## config.mk

```make
export PLATFORM = sky130hd
export DESIGN_NAME = i2cf_top
export DESIGN_NICKNAME = d
export VERILOG_FILES = /design/src/rtl/i2cf_pkg.sv /design/src/rtl/i2cf_fifo.sv /design/src/rtl/i2cf_seq.sv /design/src/rtl/i2cf_top.sv
export SDC_FILE = /design/constraint.sdc
export NUM_CORES = 1
export LEC_CHECK = 0
export ABC_CLOCK_PERIOD_IN_PS = 5050
export BUFFER_PORTS_ARGS = -buffer_cell sky130_fd_sc_hd__buf_2
export CORE_AREA = 2 2 119 121
export DETAILED_ROUTE_END_ITERATION = 12
export DIE_AREA = 0 0 121 123
export GPL_ROUTABILITY_DRIVEN = 0
export GPL_TIMING_DRIVEN = 0
export PLACE_DENSITY = 0.93
export SLEW_MARGIN = 20
export SYNTH_ARGS = -nofsm -noshare
export SYNTH_HDL_FRONTEND = slang
export SYNTH_SLANG_ARGS = --single-unit
export TNS_END_PERCENT = 5
```

## constraint.sdc

```tcl
create_clock -name clk -period 5.05 [get_ports clk]
set_clock_uncertainty 0.05 [all_clocks]
set_input_delay 1.01 -clock clk [delete_from_list [all_inputs] [get_ports clk]]
set_output_delay 1.01 -clock clk [all_outputs]
set_load 0.03 [all_outputs]
```

## src/rtl/i2cf_pkg.sv

```systemverilog
package i2cf_pkg;

    localparam int REG_AW = 4;

    localparam logic [REG_AW-1:0] A_CTRL    = 4'd0;
    localparam logic [REG_AW-1:0] A_TARGET  = 4'd1;
    localparam logic [REG_AW-1:0] A_DATACMD = 4'd4;
    localparam logic [REG_AW-1:0] A_ENABLE  = 4'd5;
    localparam logic [REG_AW-1:0] A_STATUS  = 4'd6;
    localparam logic [REG_AW-1:0] A_TXLVL   = 4'd7;
    localparam logic [REG_AW-1:0] A_RXLVL   = 4'd8;
    localparam logic [REG_AW-1:0] A_FLAGS   = 4'd9;
    localparam logic [REG_AW-1:0] A_PARAM   = 4'd10;

    localparam int CMD_RD_BIT  = 8;
    localparam int TEN_BIT_POS = 4;

    typedef struct packed {
        logic       rd;
        logic [7:0] dat;
    } tx_entry_t;

    typedef enum logic [1:0] {
        ST_OFF,
        ST_IDLE,
        ST_SEND,
        ST_AWAIT
    } seq_state_t;

endpackage

```

## src/rtl/i2cf_fifo.sv

```systemverilog
module i2cf_fifo #(
    parameter int WIDTH = 9,
    parameter int DEPTH = 8,
    localparam int PTR_W = (DEPTH > 1) ? $clog2(DEPTH) : 1,
    localparam int LVL_W = $clog2(DEPTH + 1)
) (
    input  logic             clk,
    input  logic             rst_n,
    input  logic             flush,
    input  logic             push,
    input  logic [WIDTH-1:0] push_data,
    input  logic             pop,
    output logic [WIDTH-1:0] head,
    output logic             full,
    output logic             empty,
    output logic [LVL_W-1:0] level
);

    logic [WIDTH-1:0] mem [DEPTH];
    logic [PTR_W-1:0] wr_ptr, rd_ptr;
    logic [LVL_W-1:0] cnt;
    logic             do_push, do_pop;

    function automatic logic [PTR_W-1:0] bump(input logic [PTR_W-1:0] p);
        return (p == PTR_W'(DEPTH - 1)) ? '0 : p + 1'b1;
    endfunction

    assign full    = (cnt == LVL_W'(DEPTH));
    assign empty   = (cnt == '0);
    assign do_push = push && !full && !flush;
    assign do_pop  = pop && !empty && !flush;
    assign head    = mem[rd_ptr];
    assign level   = cnt;

    always_ff @(posedge clk) begin
        if (!rst_n || flush) begin
            wr_ptr <= '0;
            rd_ptr <= '0;
            cnt    <= '0;
        end else begin
            if (do_push) wr_ptr <= bump(wr_ptr);
            if (do_pop)  rd_ptr <= bump(rd_ptr);
            unique case ({do_push, do_pop})
                2'b10:   cnt <= cnt + 1'b1;
                2'b01:   cnt <= cnt - 1'b1;
                default: cnt <= cnt;
            endcase
        end
    end

    always_ff @(posedge clk) begin
        if (do_push) mem[wr_ptr] <= push_data;
    end

    // a flush empties the queue at the next edge
    a_r6_flush_clears: assert property (@(posedge clk) disable iff (!rst_n)
        flush |=> (level == '0));

    // a push into a full queue without a pop leaves the level alone
    a_r9_full_push_dropped: assert property (@(posedge clk) disable iff (!rst_n)
        (push && full && !pop && !flush) |=> $stable(level));

endmodule

```

## src/rtl/i2cf_seq.sv

```systemverilog
module i2cf_seq
    import i2cf_pkg::*;
(
    input  logic clk,
    input  logic rst_n,
    input  logic en,
    input  logic tx_empty,
    input  logic head_read,
    input  logic rx_full,
    input  logic cmd_ready,
    input  logic rx_valid,
    output logic cmd_valid,
    output logic tx_pop,
    output logic rx_push,
    output logic active
);

    seq_state_t state, state_nx;

    always_ff @(posedge clk) begin
        if (!rst_n) state <= ST_OFF;
        else        state <= state_nx;
    end

    always_comb begin
        state_nx = state;
        if (!en) begin
            state_nx = ST_OFF;
        end else begin
            unique case (state)
                ST_OFF:   state_nx = ST_IDLE;
                ST_IDLE:  if (!tx_empty) state_nx = ST_SEND;
                ST_SEND: begin
                    if (cmd_valid && cmd_ready && head_read) state_nx = ST_AWAIT;
                    else if (tx_empty)                       state_nx = ST_IDLE;
                end
                ST_AWAIT: if (rx_valid) state_nx = ST_SEND;
                default:  state_nx = ST_OFF;
            endcase
        end
    end

    always_comb begin
        cmd_valid = (state == ST_SEND) && !tx_empty && !(head_read && rx_full);
        tx_pop    = cmd_valid && cmd_ready;
        rx_push   = (state == ST_AWAIT) && rx_valid;
        active    = (state == ST_SEND) || (state == ST_AWAIT);
    end

    // nothing is offered while a read answer is still outstanding
    a_r11_one_outstanding: assert property (@(posedge clk) disable iff (!rst_n)
        (state == ST_AWAIT && !rx_valid) |=> !cmd_valid);

    // a disabled controller offers nothing on the following cycle
    a_r6_off_quiet: assert property (@(posedge clk) disable iff (!rst_n)
        !en |=> !cmd_valid);

endmodule

```

## src/rtl/i2cf_top.sv

```systemverilog
module i2cf_top
    import i2cf_pkg::*;
#(
    parameter int TX_DEPTH = 8,
    parameter int RX_DEPTH = 8,
    localparam int TX_LVL_W = $clog2(TX_DEPTH + 1),
    localparam int RX_LVL_W = $clog2(RX_DEPTH + 1),
    localparam int ENTRY_W  = $bits(tx_entry_t)
) (
    input  logic              clk,
    input  logic              rst_n,
    input  logic              reg_wr,
    input  logic              reg_rd,
    input  logic [REG_AW-1:0] reg_addr,
    input  logic [31:0]       reg_wdata,
    output logic [31:0]       reg_rdata,
    output logic              cmd_valid,
    input  logic              cmd_ready,
    output logic              cmd_read,
    output logic [7:0]        cmd_byte,
    output logic [9:0]        tgt_addr,
    output logic              tgt_ten_bit,
    input  logic              rx_valid,
    input  logic [7:0]        rx_byte
);

    logic                en_q, ten_q, ovf_q, unf_q;
    logic [9:0]          tgt_q;
    logic [31:0]         rdata_q, rdata_nx;
    tx_entry_t           tx_in, tx_head;
    logic [ENTRY_W-1:0]  tx_head_raw;
    logic                tx_push, tx_pop, tx_full, tx_empty;
    logic [TX_LVL_W-1:0] tx_level;
    logic                rx_push, rx_pop, rx_full, rx_empty;
    logic [7:0]          rx_head;
    logic [RX_LVL_W-1:0] rx_level;
    logic                active;
    logic                wr_dc, rd_dc, rd_flags, dis_wr;
    logic                unused_wdata;

    assign unused_wdata = ^reg_wdata[31:10];

    assign wr_dc    = reg_wr && (reg_addr == A_DATACMD);
    assign rd_dc    = reg_rd && (reg_addr == A_DATACMD);
    assign rd_flags = reg_rd && (reg_addr == A_FLAGS);
    assign dis_wr   = reg_wr && (reg_addr == A_ENABLE) && !reg_wdata[0];

    assign tx_push = wr_dc && en_q;
    assign tx_in   = '{rd:  reg_wdata[CMD_RD_BIT],
                       dat: reg_wdata[CMD_RD_BIT] ? 8'h00 : reg_wdata[7:0]};
    assign rx_pop  = rd_dc;

    i2cf_fifo #(.WIDTH(ENTRY_W), .DEPTH(TX_DEPTH)) u_txq (
        .clk(clk), .rst_n(rst_n), .flush(!en_q),
        .push(tx_push), .push_data(tx_in), .pop(tx_pop),
        .head(tx_head_raw), .full(tx_full), .empty(tx_empty), .level(tx_level)
    );

    i2cf_fifo #(.WIDTH(8), .DEPTH(RX_DEPTH)) u_rxq (
        .clk(clk), .rst_n(rst_n), .flush(!en_q),
        .push(rx_push), .push_data(rx_byte), .pop(rx_pop),
        .head(rx_head), .full(rx_full), .empty(rx_empty), .level(rx_level)
    );

    assign tx_head = tx_entry_t'(tx_head_raw);

    i2cf_seq u_seq (
        .clk(clk), .rst_n(rst_n), .en(en_q),
        .tx_empty(tx_empty), .head_read(tx_head.rd), .rx_full(rx_full),
        .cmd_ready(cmd_ready), .rx_valid(rx_valid),
        .cmd_valid(cmd_valid), .tx_pop(tx_pop), .rx_push(rx_push), .active(active)
    );

    assign cmd_read    = tx_head.rd;
    assign cmd_byte    = tx_head.dat;
    assign tgt_addr    = tgt_q;
    assign tgt_ten_bit = ten_q;
    assign reg_rdata   = rdata_q;

    always_ff @(posedge clk) begin
        if (!rst_n) begin
            en_q  <= 1'b0;
            ten_q <= 1'b0;
            tgt_q <= '0;
        end else if (reg_wr) begin
            unique case (reg_addr)
                A_ENABLE: en_q <= reg_wdata[0];
                A_CTRL:   if (!en_q) ten_q <= reg_wdata[TEN_BIT_POS];
                A_TARGET: if (!en_q) tgt_q <= reg_wdata[9:0];
                default:  ;
            endcase
        end
    end

    always_ff @(posedge clk) begin
        if (!rst_n) begin
            ovf_q <= 1'b0;
            unf_q <= 1'b0;
        end else begin
            ovf_q <= (ovf_q && !rd_flags) || (tx_push && tx_full);
            unf_q <= (unf_q && !rd_flags) || (rd_dc && rx_empty);
        end
    end

    always_comb begin
        rdata_nx = '0;
        unique case (reg_addr)
            A_CTRL:    rdata_nx[TEN_BIT_POS] = ten_q;
            A_TARGET:  rdata_nx[9:0] = tgt_q;
            A_DATACMD: rdata_nx[7:0] = rx_empty ? 8'h00 : rx_head;
            A_ENABLE:  rdata_nx[0] = en_q;
            A_STATUS:  rdata_nx[0] = active;
            A_TXLVL:   rdata_nx[TX_LVL_W-1:0] = tx_level;
            A_RXLVL:   rdata_nx[RX_LVL_W-1:0] = rx_level;
            A_FLAGS:   rdata_nx[1:0] = {unf_q, ovf_q};
            A_PARAM:   rdata_nx[23:8] = {8'(TX_DEPTH - 1), 8'(RX_DEPTH - 1)};
            default:   rdata_nx = '0;
        endcase
    end

    always_ff @(posedge clk) begin
        if (!rst_n)      rdata_q <= '0;
        else if (reg_rd) rdata_q <= rdata_nx;
    end

    // an offered command keeps its value until accepted
    a_r12_hold_until_ready: assert property (@(posedge clk) disable iff (!rst_n)
        (cmd_valid && !cmd_ready && en_q && !dis_wr)
        |=> (cmd_valid && $stable(cmd_read) && $stable(cmd_byte)));

    // address controls cannot move while enabled
    a_r7_target_locked: assert property (@(posedge clk) disable iff (!rst_n)
        en_q |=> ($stable(tgt_q) && $stable(ten_q)));

    // a read request never carries a data byte
    a_r2_read_byte_zero: assert property (@(posedge clk) disable iff (!rst_n)
        (cmd_valid && cmd_read) |-> (cmd_byte == 8'h00));

    // a read is never offered into a full receive FIFO
    a_r11_read_room: assert property (@(posedge clk) disable iff (!rst_n)
        (cmd_valid && cmd_read) |-> !rx_full);

endmodule

```

Word-level counts from Yosys, hierarchy flattened
Memory sizes are Yosys's and may differ from the RTL's. A register that Yosys moved wholly into a read port is not among the register bits.
Index checks and enable logic that the tools add are counted.
{"block": "word_totals", "register_bits": 60, "ram_bits": 136, "in_bits": 50, "output_inout_bits": 53, "word_cells": 121, "memories": 2}
{"block": "op_classes", "addsub": 8, "eq_ne": 24, "muxes": 28, "bitwise_logic": 1, "n_reduce_logical": 45}
{"name": "u_txq.mem", "depth": 8, "width": 9, "read_ports": 1, "rd_ports_with_merged_regs": 1, "write_ports": 1, "line_no": "i2cf_fifo.sv:19", "source": "logic [WIDTH-1:0] mem [DEPTH];"}
{"name": "u_rxq.mem", "depth": 8, "width": 8, "read_ports": 1, "rd_ports_with_merged_regs": 1, "write_ports": 1, "line_no": "i2cf_fifo.sv:19"}
{"operator": "two-way mux 3 bit", "n": 8}
{"operator": "logical AND 1 bit", "n": 22}
{"operator": "== test 4 bit, second input constant", "n": 5}
{"operator": "== test 4 x 3 -> 1 bit, second input constant", "n": 4}
{"operator": "two-way mux 8 bit", "n": 2}
{"operator": "case mux 2 bit (4 select lines)", "n": 2}
{"operator": "case mux 4 bit (2 select lines)", "n": 2}
{"operator": "adder 3 x 1 -> 3 bit, second input constant", "n": 4}
{"operator": "== test 3 bit, second input constant", "n": 4}
{"operator": "logical NOT 4 bit", "n": 3}
{"operator": "two-way mux 9 bit", "n": 1}
{"operator": "AND reduction 3 bit", "n": 3}
{"operator": "adder 4 x 1 -> 4 bit, second input constant", "n": 2}
{"operator": "== test 2 bit, second input constant", "n": 4}
{"operator": "logical NOT 1 bit", "n": 8}
{"operator": "two-way mux 2 bit", "n": 4}
{"operator": "subtractor 4 x 1 -> 4 bit, second input constant", "n": 2}
{"operator": "case mux 1 bit (7 select lines)", "n": 1}
{"operator": "== test 2 x 1 -> 1 bit, second input constant", "n": 3}
{"operator": "case mux 3 bit (2 select lines)", "n": 1}
{"operator": "case mux 1 bit (5 select lines)", "n": 1}
{"operator": "== test 4 x 1 -> 1 bit, second input constant", "n": 1}
{"operator": "logical OR 1 bit", "n": 4}
{"operator": "two-way mux 1 bit", "n": 4}
{"operator": "other kinds (8)", "n": 11}

Depth between registers and ports, before layout
{"block": "logic_depth", "depth_word": 9, "ltp_mapped": 12, "ltp_nobuf": 11}

Modules after synthesis
A second synthesis with hierarchy kept.
{"block": "unflattened", "cells_unflattened": 547, "hier_area_um2": 8167.8}
{"module": "i2cf_fifo (u_txq)", "instances": 1, "cells_each": 185, "area_each_um2": 3399.5, "seq_area_each_um2": 2422.3}
{"module": "i2cf_fifo (u_rxq)", "instances": 1, "cells_each": 174, "area_each_um2": 3103.0, "seq_area_each_um2": 2182.1}
{"module": "i2cf_top", "instances": 1, "cells_each": 171, "area_each_um2": 1520.2, "seq_area_each_um2": 500.5}
{"module": "i2cf_seq", "instances": 1, "cells_each": 17, "area_each_um2": 145.1, "seq_area_each_um2": 40.0}

Least setup slack after synthesis
OpenSTA, ideal clock, no wires.
{"block": "synth_path", "kind": "in2reg", "from": "input port reg_addr[1]", "to": "memory u_txq.mem[0][0] (enable)", "setup_ns": 0.399, "t_arrival_ns": 2.698, "required_ns": 4.601, "slack_ns": 1.903, "cell_stages": 5, "path_buffers": 1, "cell_sequence": "buf_6 -> nor4b_4 -> and3_4 -> nand2_4 -> nor4_1"}
{"block": "synth_via", "elab_chain_cells": 7}
{"element": "from (decl)", "line_no": "i2cf_top.sv:14", "source": "input logic [REG_AW-1:0] reg_addr,"}
{"element": "== test 4 x 3 -> 1 bit", "line_no": "i2cf_top.sv:43", "source": "assign wr_dc = reg_wr && (reg_addr == A_DATACMD);"}
{"element": "logical AND 1 bit", "line_no": "i2cf_top.sv:43"}
{"element": "logical AND 1 bit", "line_no": "i2cf_top.sv:48", "source": "assign tx_push = wr_dc && en_q;"}
{"element": "logical AND 1 bit (2 in a row)", "line_no": "i2cf_fifo.sv:30", "source": "assign do_push = push && !full && !flush;"}
{"element": "two-way mux 1 bit", "line_no": "i2cf_fifo.sv:52", "source": "if (do_push) mem[wr_ptr] <= push_data;"}
{"element": "two-way mux 1 bit (not written as such)", "line_no": "i2cf_fifo.sv:52"}
{"element": "to (decl)", "line_no": "i2cf_fifo.sv:19"}
Every way passes these cells.

==> impl_metrics.toml <==
[run_status]
status = "finished clean"

[logic_synthesis]
async_reset_ff_share_pct = 0
ys_types = 52
ys_ff_latch = 189
synth_warnings = 0
yosysTopAreaCell = "edfxtp_1"
synth_most_common_cell = "edfxtp_1"
postSynthCellCount = 544
syn_area_um2 = 8060
synthTopCellsByArea = "edfxtp_1, dfxtp_1, mux4_2"
synth.avg_cell_area_um2 = 14.8
synth_flop_cell = "edfxtp_1"
synth_edf_count = 136
synthDominantCellAreaShare_pct = 50.7
synth_common_cells = "edfxtp_1, dfxtp_1, mux2i_1, nor2_1, mux4_2"
seq_area_frac_synth_pct = 63.8

[global_routing]
grt_pass1_vias = 4908
grtUsageMet1_pct = 26.4
grtUsageTotal_pct = 24.3
grt_pass1_wl_um = 26300
met2_usage_pct = 45.0
gr-total-overflow = 0
grt_max_degree = 18
gr-usage-met3_pct = 7.38
antenna_found_initial = 0
grt-busiest-layer = "met2"

[power_and_ir_drop]
ir_drop_mv = 0.347
power_leakage_nw = 3.35
p_per_area_nw_per_um2 = 347

[routing]
routed_wl_um = 17300
vias = 4835
dr.first_iter.drc_count = 442
via_per_inst = 5.78
wl_per_cell_um = 20.7
first_pass_iters = 5
drc_errors = 0
ant_nets = 0

[sta]
setup_tns_ns = 0
finalWorstSetupSlack_ns = 1.55
rsz0062_at_grt = "false"
min_period_ns = 3.50
clock.fmax_mhz = 285
final_max_slew_viol_count = 0
timing.final.crit_share_pct = 69.4
worst_slew_pin_slew_ns = 0.947
hold_viol = 0
max_slew_margin_pct = 36.6
finalSetupViolations = 0

[place]
port_buffers = 59
hpwl_um = 11800
dp_slack_ns = 1.63

[die]
die_w_um = 121
design.die.area_um2 = 14900
core_um2 = 13600
die_h_um = 123
io-pin-count = 103
start_util_pct = 59.2
placementRows = 43

[run]
maxCapViolCount = 0

[clock_tree]
cts_hold_buf = 0
clk-insertion-delay-late_ns = 0.43
cts_tree = "built"
clock-sinks = 189
clk_pin_slew_ns = 0.07
cts-root-buf = "clkbuf_16"
cts_resized = 0
cts_buffer_depth = 2
post-cts-setup-buffer-count = 0
cts_buffers = 17
h-tree-depth = 4

[worst_hold_path]
hold_path_class = "reg2reg"

[finish]
post-route-util_pct = 69.0
fill_cells = 849
layout-drive-gt1-share_pct = 28.4
area_growth_pct = 16.6
nets = 706

[worst_setup_path]
worstPathArrival_ns = 2.44
path_max_fanout = 10
required_ns = 3.99
end_kind = "output pin"
criticalPathCategory = "reg2out"
start_kind = "register"
[state kept, by name, summed over array words and instances, names as in the netlist, 2 cells and up, named ones only]
name / cells
u_rxq.wr_ptr: 3
u_txq.wr_ptr: 3
u_txq.level: 4
u_rxq.level: 4
u_rxq.rd_ptr: 3
reg_rdata: 11
u_rxq.mem: 64
u_txq.rd_ptr: 3
u_seq.state: 2
tgt_addr: 10
u_txq.mem: 72
[final cells by class]
class,count,area [µm²],area share (%)
diodes,2,5.00,0.0533
plain buffers,43,287,3.05
clock buffers,22,528,5.62
clock inverters,10,150,1.60
inverters,9,33.8,0.359
multi-input cells,320,2710,28.9
flip-flops and latches,189,5140,54.7
well taps,180,225,2.40
repair buffers,61,310,3.30
[power breakdown]
part           total [mW]  switching (mW)  internal (mW)  leakage, nW
clock                1.49           0.549          0.939        0.339
combinational       0.110          0.0739         0.0359         1.40
sequential           1.67         0.00393           1.66         1.61
[routing by layer]
| layer | part of all wire (%) | up-vias |
|---|---|---|
| li1 | - | 2222 |
| met1 | 36 | 2414 |
| met2 | 56 | 170 |
| met3 | 6.8 | 29 |
| met4 | 1.7 | 0 |
| met5 | 0 | - |
[worst paths after layout]
check / endpoint / cells after the start / startpoint / slack, ns
max: cmd_byte[7] / 5 / register / 1.55
min: reg_rdata[9]$_SDFFE_PN0P_ / 2 / tgt_addr[9]$_SDFFE_PN0P_ / 0.44
max reg2reg: u_txq.level[2]$_SDFFE_PN0P_ / 12 / register / 1.92
min reg2reg: reg_rdata[9]$_SDFFE_PN0P_ / 2 / tgt_addr[9]$_SDFFE_PN0P_ / 0.44
[cells in the final DEF (no fill, tap or decap), drive strengths merged, types with 14 or more instances in the layout]
master / netlist / final
a21oi: 22 / 22
mux4: 32 / 32
nor2: 33 / 33
ha: 14 / 14
dfxtp: 53 / 53
o21ai: 22 / 22
clkbuf: 11 / 33
nor2b: 25 / 25
conb: 1 / 18
mux2i: 33 / 33
buf: 32 / 93
edfxtp: 136 / 136
nand2: 28 / 28
[metrics by stage]
step	hold WS (ns)	instance area (µm²)	power, mW	instances
floorplan	0.404	8130	1.77	561
global placement	0.420	8650	1.80	800
detailed placement	0.425	8710	1.81	802
CTS	0.437	9390	3.27	834
global route	0.467	9390	3.34	834
finish	0.436	9400	3.26	836
[cells by family (layout without fill, tap and decap cells)]
family / count (synthesis) / in the layout / share of synthesized area (%)
AO/OA/AOI/OAI: 62 / 62 / 4.44
XOR/XNOR: 6 / 6 / 0.652
adder cells (fa/ha/maj): 15 / 15 / 2.42
buffers and inverters: 52 / 145 / 3.97
flip-flops: 189 / 189 / 63.8
multiplexers: 75 / 75 / 14.4
other: 1 / 20 / 0.0465
AND/OR/NAND/NOR: 144 / 144 / 10.2
[critical path, stage by stage, from the launching register on]
cell and delay, ns:
dfxtp_1 0.35, buf_4 0.24, buf_2 0.37, mux4_2 0.57
mux2_2 0.30, buf_2 0.18
No activity file was read; power rests on OpenSTA's default activity.
